--- src/rtl/ldpw_pkg.sv ---
package ldpw_pkg;
   localparam int unsigned REG_IDX_W = 5;
   localparam logic [REG_IDX_W-1:0] SP_INDEX = 5'd31;

   typedef enum logic [2:0] {
      ST_IDLE,
      ST_RD1,
      ST_RD2,
      ST_WB,
      ST_DONE
   } ldpw_state_e;

   typedef enum logic [1:0] {
      AM_POST,
      AM_PRE,
      AM_OFFS,
      AM_BAD
   } ldpw_mode_e;

   typedef struct packed {
      logic                 legal;
      ldpw_mode_e           mode;
      logic                 wback;
      logic [6:0]           imm;
      logic [REG_IDX_W-1:0] t1;
      logic [REG_IDX_W-1:0] t2;
      logic [REG_IDX_W-1:0] n;
   } ldpw_dec_t;
endpackage

--- src/rtl/ldpw_decode.sv ---
module ldpw_decode
   import ldpw_pkg::*;
(
   input  logic [31:0] instr,
   output ldpw_dec_t   dec
);
   logic fixed_ok;

   always_comb begin
      fixed_ok = (instr[31:30] == 2'b01) && (instr[29:27] == 3'b101)
               && !instr[26] && instr[22];
      dec = '0;
      unique case (instr[25:23])
         3'b001:  dec.mode = AM_POST;
         3'b011:  dec.mode = AM_PRE;
         3'b010:  dec.mode = AM_OFFS;
         default: dec.mode = AM_BAD;
      endcase
      dec.legal = fixed_ok && (dec.mode != AM_BAD);
      dec.wback = (dec.mode == AM_POST) || (dec.mode == AM_PRE);
      dec.imm   = instr[21:15];
      dec.t2    = instr[14:10];
      dec.n     = instr[9:5];
      dec.t1    = instr[4:0];
   end
endmodule

--- src/rtl/ldpw_agen.sv ---
module ldpw_agen #(
   parameter int unsigned XLEN  = 64,
   parameter int unsigned IMM_W = 7,
   parameter int unsigned SCALE = 2
) (
   input  logic [XLEN-1:0]  base,
   input  logic [IMM_W-1:0] imm,
   input  logic             post,
   output logic [XLEN-1:0]  acc_addr,
   output logic [XLEN-1:0]  upd_addr
);
   localparam int unsigned OFF_W = IMM_W + SCALE;

   logic [XLEN-1:0] offset;

   generate
      if (SCALE == 0) begin : g_unscaled
         assign offset = {{(XLEN-IMM_W){imm[IMM_W-1]}}, imm};
      end else begin : g_scaled
         assign offset = {{(XLEN-OFF_W){imm[IMM_W-1]}}, imm, {SCALE{1'b0}}};
      end
   endgenerate

   assign upd_addr = base + offset;
   assign acc_addr = post ? base : upd_addr;

   initial begin
      assert_agen_width_R2: assert (XLEN > OFF_W)
         else $error("offset wider than address");
   end
endmodule

--- src/rtl/ldpw_sext.sv ---
module ldpw_sext #(
   parameter int unsigned IN_W  = 32,
   parameter int unsigned OUT_W = 64,
   parameter int unsigned LANES = 2
) (
   input  logic [LANES*IN_W-1:0]  din,
   output logic [LANES*OUT_W-1:0] dout
);
   generate
      for (genvar g = 0; g < LANES; g++) begin : g_lane
         if (OUT_W == IN_W) begin : g_same
            assign dout[g*OUT_W +: OUT_W] = din[g*IN_W +: IN_W];
         end else begin : g_wide
            assign dout[g*OUT_W +: OUT_W] =
               {{(OUT_W-IN_W){din[g*IN_W+IN_W-1]}}, din[g*IN_W +: IN_W]};
         end
      end
   endgenerate

   initial begin
      assert_sext_width_R6: assert (OUT_W >= IN_W)
         else $error("output narrower than input");
   end
endmodule

--- src/rtl/ldpw_exec_unit.sv ---
module ldpw_exec_unit
   import ldpw_pkg::*;
#(
   parameter int unsigned XLEN          = 64,
   parameter int unsigned WORD_W        = 32,
   parameter int unsigned IMM_W         = 7,
   parameter int unsigned IMM_SCALE     = 2,
   parameter int unsigned SP_ALIGN_BITS = 4
) (
   input  logic                 clk,
   input  logic                 rst_n,
   input  logic                 start,
   input  logic [31:0]          instr,
   input  logic [XLEN-1:0]      sp_in,
   output logic [REG_IDX_W-1:0] rf_rd_idx,
   input  logic [XLEN-1:0]      rf_rd_data,
   output logic                 mem_req,
   output logic [XLEN-1:0]      mem_addr,
   input  logic                 mem_rvalid,
   input  logic [WORD_W-1:0]    mem_rdata,
   output logic                 wr1_en,
   output logic [REG_IDX_W-1:0] wr1_idx,
   output logic [XLEN-1:0]      wr1_data,
   output logic                 wr2_en,
   output logic [REG_IDX_W-1:0] wr2_idx,
   output logic [XLEN-1:0]      wr2_data,
   output logic                 wb_en,
   output logic                 wb_to_sp,
   output logic [REG_IDX_W-1:0] wb_idx,
   output logic [XLEN-1:0]      wb_data,
   output logic                 done,
   output logic                 busy,
   output logic                 unsupported,
   output logic                 misaligned,
   output logic                 unpredictable
);
   localparam logic [XLEN-1:0] WORD_BYTES = XLEN'(WORD_W / 8);

   initial begin
      assert_cfg_word_R6: assert (WORD_W % 8 == 0 && XLEN >= WORD_W)
         else $error("bad word width");
      assert_cfg_imm_R2: assert (IMM_W == 7)
         else $error("immediate field is 7 bits");
      assert_cfg_align_R8: assert (SP_ALIGN_BITS < XLEN)
         else $error("alignment too large");
   end

   ldpw_dec_t   dec;
   ldpw_state_e state_q;
   logic [XLEN-1:0] base_sel, acc_addr, upd_addr;
   logic [XLEN-1:0] addr1_q, upd_q;
   logic [REG_IDX_W-1:0] t1_q, t2_q, n_q;
   logic wback_q;
   logic [WORD_W-1:0] w1_q, w2_q;
   logic uns_q, mis_q, unp_q;
   logic sp_ok, f_uns, f_mis, f_unp, f_any;
   logic [2*XLEN-1:0] ext;

   ldpw_decode u_dec (
      .instr (instr),
      .dec   (dec)
   );

   assign rf_rd_idx = dec.n;
   assign base_sel  = (dec.n == SP_INDEX) ? sp_in : rf_rd_data;

   ldpw_agen #(
      .XLEN  (XLEN),
      .IMM_W (IMM_W),
      .SCALE (IMM_SCALE)
   ) u_agen (
      .base     (base_sel),
      .imm      (dec.imm),
      .post     (dec.mode == AM_POST),
      .acc_addr (acc_addr),
      .upd_addr (upd_addr)
   );

   generate
      if (SP_ALIGN_BITS == 0) begin : g_no_align
         assign sp_ok = 1'b1;
      end else begin : g_align
         assign sp_ok = (sp_in[SP_ALIGN_BITS-1:0] == '0);
      end
   endgenerate

   always_comb begin
      f_uns = !dec.legal;
      f_mis = dec.legal && (dec.n == SP_INDEX) && !sp_ok;
      f_unp = dec.legal && !f_mis &&
              ((dec.t1 == dec.t2) ||
               (dec.wback && (dec.n != SP_INDEX) &&
                ((dec.t1 == dec.n) || (dec.t2 == dec.n))));
      f_any = f_uns || f_mis || f_unp;
   end

   always_ff @(posedge clk or negedge rst_n) begin
      if (!rst_n) begin
         state_q <= ST_IDLE;
         addr1_q <= '0;
         upd_q   <= '0;
         t1_q    <= '0;
         t2_q    <= '0;
         n_q     <= '0;
         wback_q <= 1'b0;
         w1_q    <= '0;
         w2_q    <= '0;
         uns_q   <= 1'b0;
         mis_q   <= 1'b0;
         unp_q   <= 1'b0;
      end else begin
         unique case (state_q)
            ST_IDLE: begin
               if (start) begin
                  addr1_q <= acc_addr;
                  upd_q   <= upd_addr;
                  t1_q    <= dec.t1;
                  t2_q    <= dec.t2;
                  n_q     <= dec.n;
                  wback_q <= dec.wback;
                  uns_q   <= f_uns;
                  mis_q   <= f_mis;
                  unp_q   <= f_unp;
                  state_q <= f_any ? ST_DONE : ST_RD1;
               end
            end
            ST_RD1: begin
               if (mem_rvalid) begin
                  w1_q    <= mem_rdata;
                  state_q <= ST_RD2;
               end
            end
            ST_RD2: begin
               if (mem_rvalid) begin
                  w2_q    <= mem_rdata;
                  state_q <= ST_WB;
               end
            end
            ST_WB:   state_q <= ST_DONE;
            default: state_q <= ST_IDLE;
         endcase
      end
   end

   ldpw_sext #(
      .IN_W  (WORD_W),
      .OUT_W (XLEN),
      .LANES (2)
   ) u_sext (
      .din  ({w2_q, w1_q}),
      .dout (ext)
   );

   always_comb begin
      mem_req       = (state_q == ST_RD1) || (state_q == ST_RD2);
      mem_addr      = (state_q == ST_RD2) ? (addr1_q + WORD_BYTES) : addr1_q;
      wr1_en        = (state_q == ST_WB);
      wr2_en        = (state_q == ST_WB);
      wr1_idx       = t1_q;
      wr2_idx       = t2_q;
      wr1_data      = ext[XLEN-1:0];
      wr2_data      = ext[2*XLEN-1:XLEN];
      wb_en         = (state_q == ST_WB) && wback_q;
      wb_to_sp      = wb_en && (n_q == SP_INDEX);
      wb_idx        = n_q;
      wb_data       = upd_q;
      done          = (state_q == ST_DONE);
      busy          = (state_q != ST_IDLE);
      unsupported   = done && uns_q;
      misaligned    = done && mis_q;
      unpredictable = done && unp_q;
   end

   assert_req_hold_R5: assert property (@(posedge clk) disable iff (!rst_n)
      (mem_req && !mem_rvalid) |=> (mem_req && $stable(mem_addr)));

   assert_second_addr_R5: assert property (@(posedge clk) disable iff (!rst_n)
      (state_q == ST_RD2 && $past(state_q) == ST_RD1)
         |-> (mem_addr == $past(mem_addr) + WORD_BYTES));

   assert_write_pair_R6: assert property (@(posedge clk) disable iff (!rst_n)
      wr1_en |-> (wr2_en && !mem_req));

   assert_write_then_done_R6: assert property (@(posedge clk) disable iff (!rst_n)
      wr1_en |=> done);

   assert_wb_with_writes_R7: assert property (@(posedge clk) disable iff (!rst_n)
      wb_en |-> wr1_en);

   assert_fault_quiet_R8: assert property (@(posedge clk) disable iff (!rst_n)
      (done && (unsupported || misaligned || unpredictable))
         |-> ($past(state_q) == ST_IDLE));

   assert_one_flag_R9: assert property (@(posedge clk) disable iff (!rst_n)
      $onehot0({unsupported, misaligned, unpredictable}));

   assert_done_pulse_R10: assert property (@(posedge clk) disable iff (!rst_n)
      done |=> !done);
endmodule

--- config.mk ---
export PLATFORM = sky130hd
export DESIGN_NAME = ldpw_exec_unit
export DESIGN_NICKNAME = d
export VERILOG_FILES = /design/src/rtl/ldpw_pkg.sv /design/src/rtl/ldpw_decode.sv /design/src/rtl/ldpw_agen.sv /design/src/rtl/ldpw_sext.sv /design/src/rtl/ldpw_exec_unit.sv
export SDC_FILE = /design/constraint.sdc
export NUM_CORES = 1
export LEC_CHECK = 0
export BUFFER_PORTS_ARGS = -buffer_cell sky130_fd_sc_hd__buf_2
export CORE_AREA = 8 8 182 184
export DETAILED_ROUTE_END_ITERATION = 12
export DIE_AREA = 0 0 190 192
export MAX_ROUTING_LAYER = met4
export PLACE_DENSITY = 0.78
export SLEW_MARGIN = 20
export SYNTH_ARGS = -nofsm -noshare
export SYNTH_HDL_FRONTEND = slang
export SYNTH_SLANG_ARGS = --single-unit
--- constraint.sdc ---
create_clock -name clk -period 3.99 [get_ports clk]
set_input_delay 0.399 -clock clk [delete_from_list [all_inputs] [get_ports clk]]
set_output_delay 0.399 -clock clk [all_outputs]
set_load 0.02 [all_outputs]
* Yosys cells after proc, flatten, opt, wreduce, memory -nomap -nowiden
Index checks and enable logic that the tools add are counted.
Operators by class: muxes and demuxes 9, equality and inequality tests 20, $add $sub $neg 2, reduce and logical (&&, ||, !) cells 33
Operators by type and width (number):
- $mux W64 | 3
- $add A64 B3 Y64 const B | 1
- $add A64 B64 Y64 | 1
- $eq A5 B5 Y1 | 3
- $logic_and A1 B1 Y1 | 15
- $eq A3 B2 Y1 const B | 4
- $mux W3 | 4
- $pmux W3 S4 | 1
- $eq A5 B5 Y1 const B | 2
- $ne A2 B2 Y1 const B | 4
- $eq A3 B1 Y1 const B | 2
- $eq A3 B3 Y1 const B | 2
- $logic_or A1 B1 Y1 | 6
- $pmux W2 S3 | 1
- $reduce_and A2 Y1 | 3
- $ne A5 B5 Y1 const B | 1
- $eq A2 B1 Y1 const B | 2
- $logic_not A1 Y1 | 4
- $logic_not A4 Y1 | 1
- $logic_not A3 Y1 | 1
- $reduce_and A3 Y1 | 1
- $reduce_bool A3 Y1 | 1
- $logic_not A2 Y1 | 1
Storage, ports and cells: output and inout bits 286, register bits 214, logic and storage cells 76

* Depth between registers and ports, before layout
depth after elaboration 14, mapped depth 17, gate-level depth less buffers 15

* Cells and area by module
A second synthesis with hierarchy kept.
Second synthesis, totals: cell total of the unflattened synthesis 1955, area total of the unflattened synthesis 16472.0 um2
By module, submodules not included:
- ldpw_exec_unit | sequential area each 5355.1 um2, instances 1, cells an instance 1081, area an instance 10397.5 um2
- ldpw_agen | sequential area each 0.0 um2, instances 1, cells an instance 717, area an instance 4885.9 um2
- ldpw_sext | sequential area each 0.0 um2, instances 1, cells an instance 128, area an instance 960.9 um2
- ldpw_decode | sequential area each 0.0 um2, instances 1, cells an instance 29, area an instance 227.7 um2

* Least setup slack after synthesis
Ideal clock, no wire load.
path kind input -> register, start point input port instr[6], end point register addr1_q[62], setup time 0.127 ns, arrival time 3.976 ns, slack -0.113 ns, data required time 3.863 ns, cell stages on the path 16, buffers on the path 2, cell sequence and3_1 nand3_1 clkbuf_1 clkbuf_1 mux2_2 ha_1 and3_1 a221o_1 a21oi_4 o211a_4 a31oi_4 a31oi_4 o22ai_1 a221oi_2 xor2_1 o21ai_1
On the way: longest elaborated chain between the ends 4
Ends and longest elaborated chain:
- from (decl) | RTL line ldpw_exec_unit.sv:13 | input logic [31:0] instr,
- $eq A5 B5 Y1 * | RTL line ldpw_exec_unit.sv:65 | assign base_sel = (dec.n == SP_INDEX) ? sp_in : rf_rd_data;
- $mux W64 * | RTL line ldpw_exec_unit.sv:65
- $add A64 B64 Y64 | RTL line ldpw_agen.sv:24 | assign upd_addr = base + offset;
- $mux W64 * | RTL line ldpw_agen.sv:25 | assign acc_addr = post ? base : upd_addr;
- to (signal assigned) | RTL line ldpw_exec_unit.sv:115 | addr1_q <= acc_addr;
- to (decl) | RTL line ldpw_exec_unit.sv:51 | logic [XLEN-1:0] addr1_q, upd_q;
Every way passes the cells marked *; elsewhere a longest branch is shown, timed or not. A chain may end at the register's enable or synchronous reset.

* Worst setup path in the final report
start point register addr1_q[9], end point output port mem_addr[60]
On the way: longest elaborated chain between the ends 2
Ends and longest elaborated chain:
- $add A64 B3 Y64 | RTL line ldpw_exec_unit.sv:156 | mem_addr = (state_q == ST_RD2) ? (addr1_q + WORD_BYTES) : addr1_q;
- $mux W64 | RTL line ldpw_exec_unit.sv:156
- to (decl) | RTL line ldpw_exec_unit.sv:18 | output logic [XLEN-1:0] mem_addr,
No other way between the ends.

==> out/metrics.csv <==
metric,value,unit
fmax,263,MHz
Pre-antenna DRT Iters,5,
TritonCTS buffer count,24,
Critical R2R Capture,addr1_q[49],
Core ar.,30200,µm²
grt ovf,0,
routability cong.,0.924,
total track usage,28.3,%
sequential share of the synthesized area,35.7,%
"FF+latch count, synth",212,
"Max FO, Critical Path",6,
Post-DP HPWL,42500,µm
synth unique cells,74,
crit start category,flip-flop,
Worst EP arrival,3.41,ns
vias in the first global route,14576,
pin count of the biggest net entering global routing,131,
die width,190,µm
Wirelength per Cell,20.4,µm
post-synthesis cell count,1667,
worst reg2reg startpoint,state_q[1],
met3 Use GR,4.30,%
failing checks,negative hold slack,
CTS tree,done,
outcome,"finished, violations left",
Sw Share,46.8,%
Switch Pwr,6.19,mW
Main synth FF type,dfrtp_1,
Final min period,3.81,ns
I/O pin total,482,
Logic pwr share,52.8,%
Final Instance Area,19100,µm²
critical path class,flip-flop to primary output,
Int Pwr,7.02,mW
GRT busiest layer,met2,
reg2reg setup slack,1.33,ns
worst slew pin tran,1.13,ns
Worst setup EP type,primary output,
number of H-tree levels,1,
asr flop ratio synth,100,%
Required @ worst endpoint,3.59,ns
power density cells,693,nW/µm²
total length of routed wires,52900,µm
sequential power share,31.0,%
final cell utilization of the core,63.1,%
PortBufs,481,
Mapped Area,14900,µm²
hold_buf cts,0,
clock sink count,212,
Vias/cell,5.58,
maximum vdd drop,443,µV
DRC,0,
max-cap violations,0,
Final Max Slew Viols,0,
GRT met2 Usage,48.0,%
initial antenna violation count,2,
Layout Cells excl Fill,2595,
Hold WS,-0.0355,ns
Post-synth EDFFs,0,
Initial Utilization,49.2,%
Final Setup Violations,0,
Initial DRC Count,987,
via count,14480,
min-delay worst type,input port to async pin,
worst skew pair latency,0.52,ns
Final Cycle Share,95.4,%
met1 Track Usage GR,34.7,%
placed cell area,18300,µm²
relative slew slack,24.1,%
Root Buffer,clkbuf_16,
clock buffer depth,3,
Area Growth Syn to Fin,28.2,%
first-pass GRT wire length,80600,µm
dpl cells,2556,
LEAKAGE,9.43,nW
die height,192,µm
RSZ-0062 raised after global routing,no,
Syn Nets,1933,
share of post-route cells with drive strength above 1,39.0,%
Clock Pin Slew Worst Setup and Hold Paths,0.06,ns
reg2reg path depth,6,
Max Clock Skew,0.00622,ns
die footprint,36500,µm²
Mean Syn Cell Area,8.91,µm²
clock group share of total power,16.2,%
Nets,2452,
Final Hold Fails,30,
site row count,64,
post-route ant nets,0,
Yosys warnings,0,
[through the flow]
step | total power [mW] | worst slack [ns] | TNS (ns)
2_1_floorplan | 8.70 | 0.00113 | 0
3_3_place_gp | 10.9 | -0.107 | -0.649
3_5_place_dp | 11.1 | -0.102 | -0.883
4_1_cts | 13.3 | 0.0185 | 0
5_1_grt | 14.0 | 0.0441 | 0
6_report | 13.2 | 0.184 | 0
[layer usage]
| layer | vias to the layer above | routed length [µm] |
|---|---|---|
| met5 | - | 0 |
| met4 | 0 | 1260 |
| met3 | 92 | 3550 |
| met2 | 585 | 26100 |
| met1 | 6951 | 22000 |
| li1 | 6852 | - |
[synthesized netlist by cell type, types with 8 or more instances]
cell type / instances / area, µm²
buf_1: 11 / 41.3
nand2b_1: 10 / 62.6
ha_1: 69 / 863
a21o_1: 25 / 188
xor2_1: 42 / 368
clkbuf_1: 65 / 244
o21bai_1: 16 / 120
nor3_1: 21 / 105
nand2_1: 251 / 942
buf_4: 74 / 556
mux2i_1: 9 / 90.1
mux2_2: 126 / 1420
nand4_1: 36 / 225
dfrtp_1: 212 / 5310
o21ai_1: 12 / 60.1
a22oi_1: 11 / 82.6
o211ai_1: 13 / 97.6
a21oi_1: 121 / 606
o21ai_0: 125 / 626
or3_1: 8 / 50.1
xnor2_1: 93 / 815
inv_1: 27 / 101
nor2_1: 96 / 360
buf_2: 10 / 50.1
o21a_1: 23 / 173
nand3_1: 38 / 190
and3_1: 22 / 138
[area by class of cell]
cell class | count | area (µm²)
sequential | 212 | 5310
tap | 396 | 495
timing repair buffer | 653 | 3780
fill | 2585 | 11100
clock buffer | 32 | 692
antenna | 3 | 7.51
multi-input combinational | 1268 | 8610
clock inverter | 4 | 51.3
inverter | 27 | 101
[worst max path at each step]
| stage | from | endpoint |
|---|---|---|
| after detailed placement | instr[6] | addr1_q[61] |
| final | addr1_q[9] | mem_addr[60] |
| after CTS | addr1_q[17] | mem_addr[63] |
| after floorplan | instr[6] | addr1_q[62] |
| after global routing | addr1_q[9] | mem_addr[62] |
| after global placement | instr[6] | addr1_q[61] |
[kinds of logic (layout without fill, tap and decap cells)]
group	after synthesis	in the layout	share of synthesized area, %
AND/OR/NAND/NOR	516	516	15.8
AO/OA/AOI/OAI	412	412	17.7
flip-flops	212	212	35.7
buffers and inverters	187	716	6.68
XOR/XNOR	135	135	7.96
multiplexers	135	135	10.2
adder cells (fa/ha/maj)	70	70	5.95
other	0	3	0
[cell usage in the layout (no fill, tap or decap), types with 5 or more instances in the layout]
master,n
clkbuf_16,25
o31ai_1,7
or3_1,8
o21ai_1,12
nor3_1,20
nor2_1,91
a22oi_1,11
xor2_1,42
mux2_2,126
dfrtp_1,211
o21a_1,23
nand2_1,250
o211ai_1,13
mux2i_1,9
o21ai_0,125
a31oi_1,6
a21oi_1,121
and3_1,22
o21bai_1,16
and4_1,5
buf_4,166
nand2b_1,10
ha_1,69
inv_1,27
buf_2,480
nand3_1,36
a21o_1,25
and2_1,5
buf_12,6
nor2b_1,6
xnor2_1,93
a211oi_1,7
nand4_1,36
[power by group through the flow]
stage | clock, mW | combinational (mW) | sequential, mW
floorplan | 0 | 3.89 | 4.81
global placement | 0 | 6.86 | 4.02
detailed placement | 0 | 6.98 | 4.08
CTS | 2.18 | 7.02 | 4.08
global route | 2.26 | 7.49 | 4.24
finish | 2.14 | 6.97 | 4.09
[state kept, by name, summed over array words and instances, names as in the netlist]
name and flops:
addr1_q 64, mis_q 1, state_q 3, unp_q 1, uns_q 1, w1_q 32, w2_q 32, wb_data 62
wb_idx 5, wback_q 1, wr1_idx 5, wr2_idx 5
[worst max-delay path, stage by stage (launching register included)]
cell and delay, ns:
dfrtp_2 0.42, and4_1 0.26, and3_1 0.23, nand3_2 0.18, or2_2 0.36, nor3_1 0.22, buf_4 0.19, nand2_2 0.12
or3_4 0.40, nor2_1 0.13, xor2_1 0.16, buf_2 0.19
[what timing repair did]
| item | 4_1_cts | 5_1_grt |
|---|---|---|
| pin swaps | 0 | 0 |
| setup endpoints to repair | 12 | 8 |
| setup buffers | 0 | 0 |
| resized for setup | 2 | 5 |
| gates cloned | 0 | 0 |
| endpoints found under the hold margin | 0 | 0 |
No activity file was read; power rests on OpenSTA's default activity.
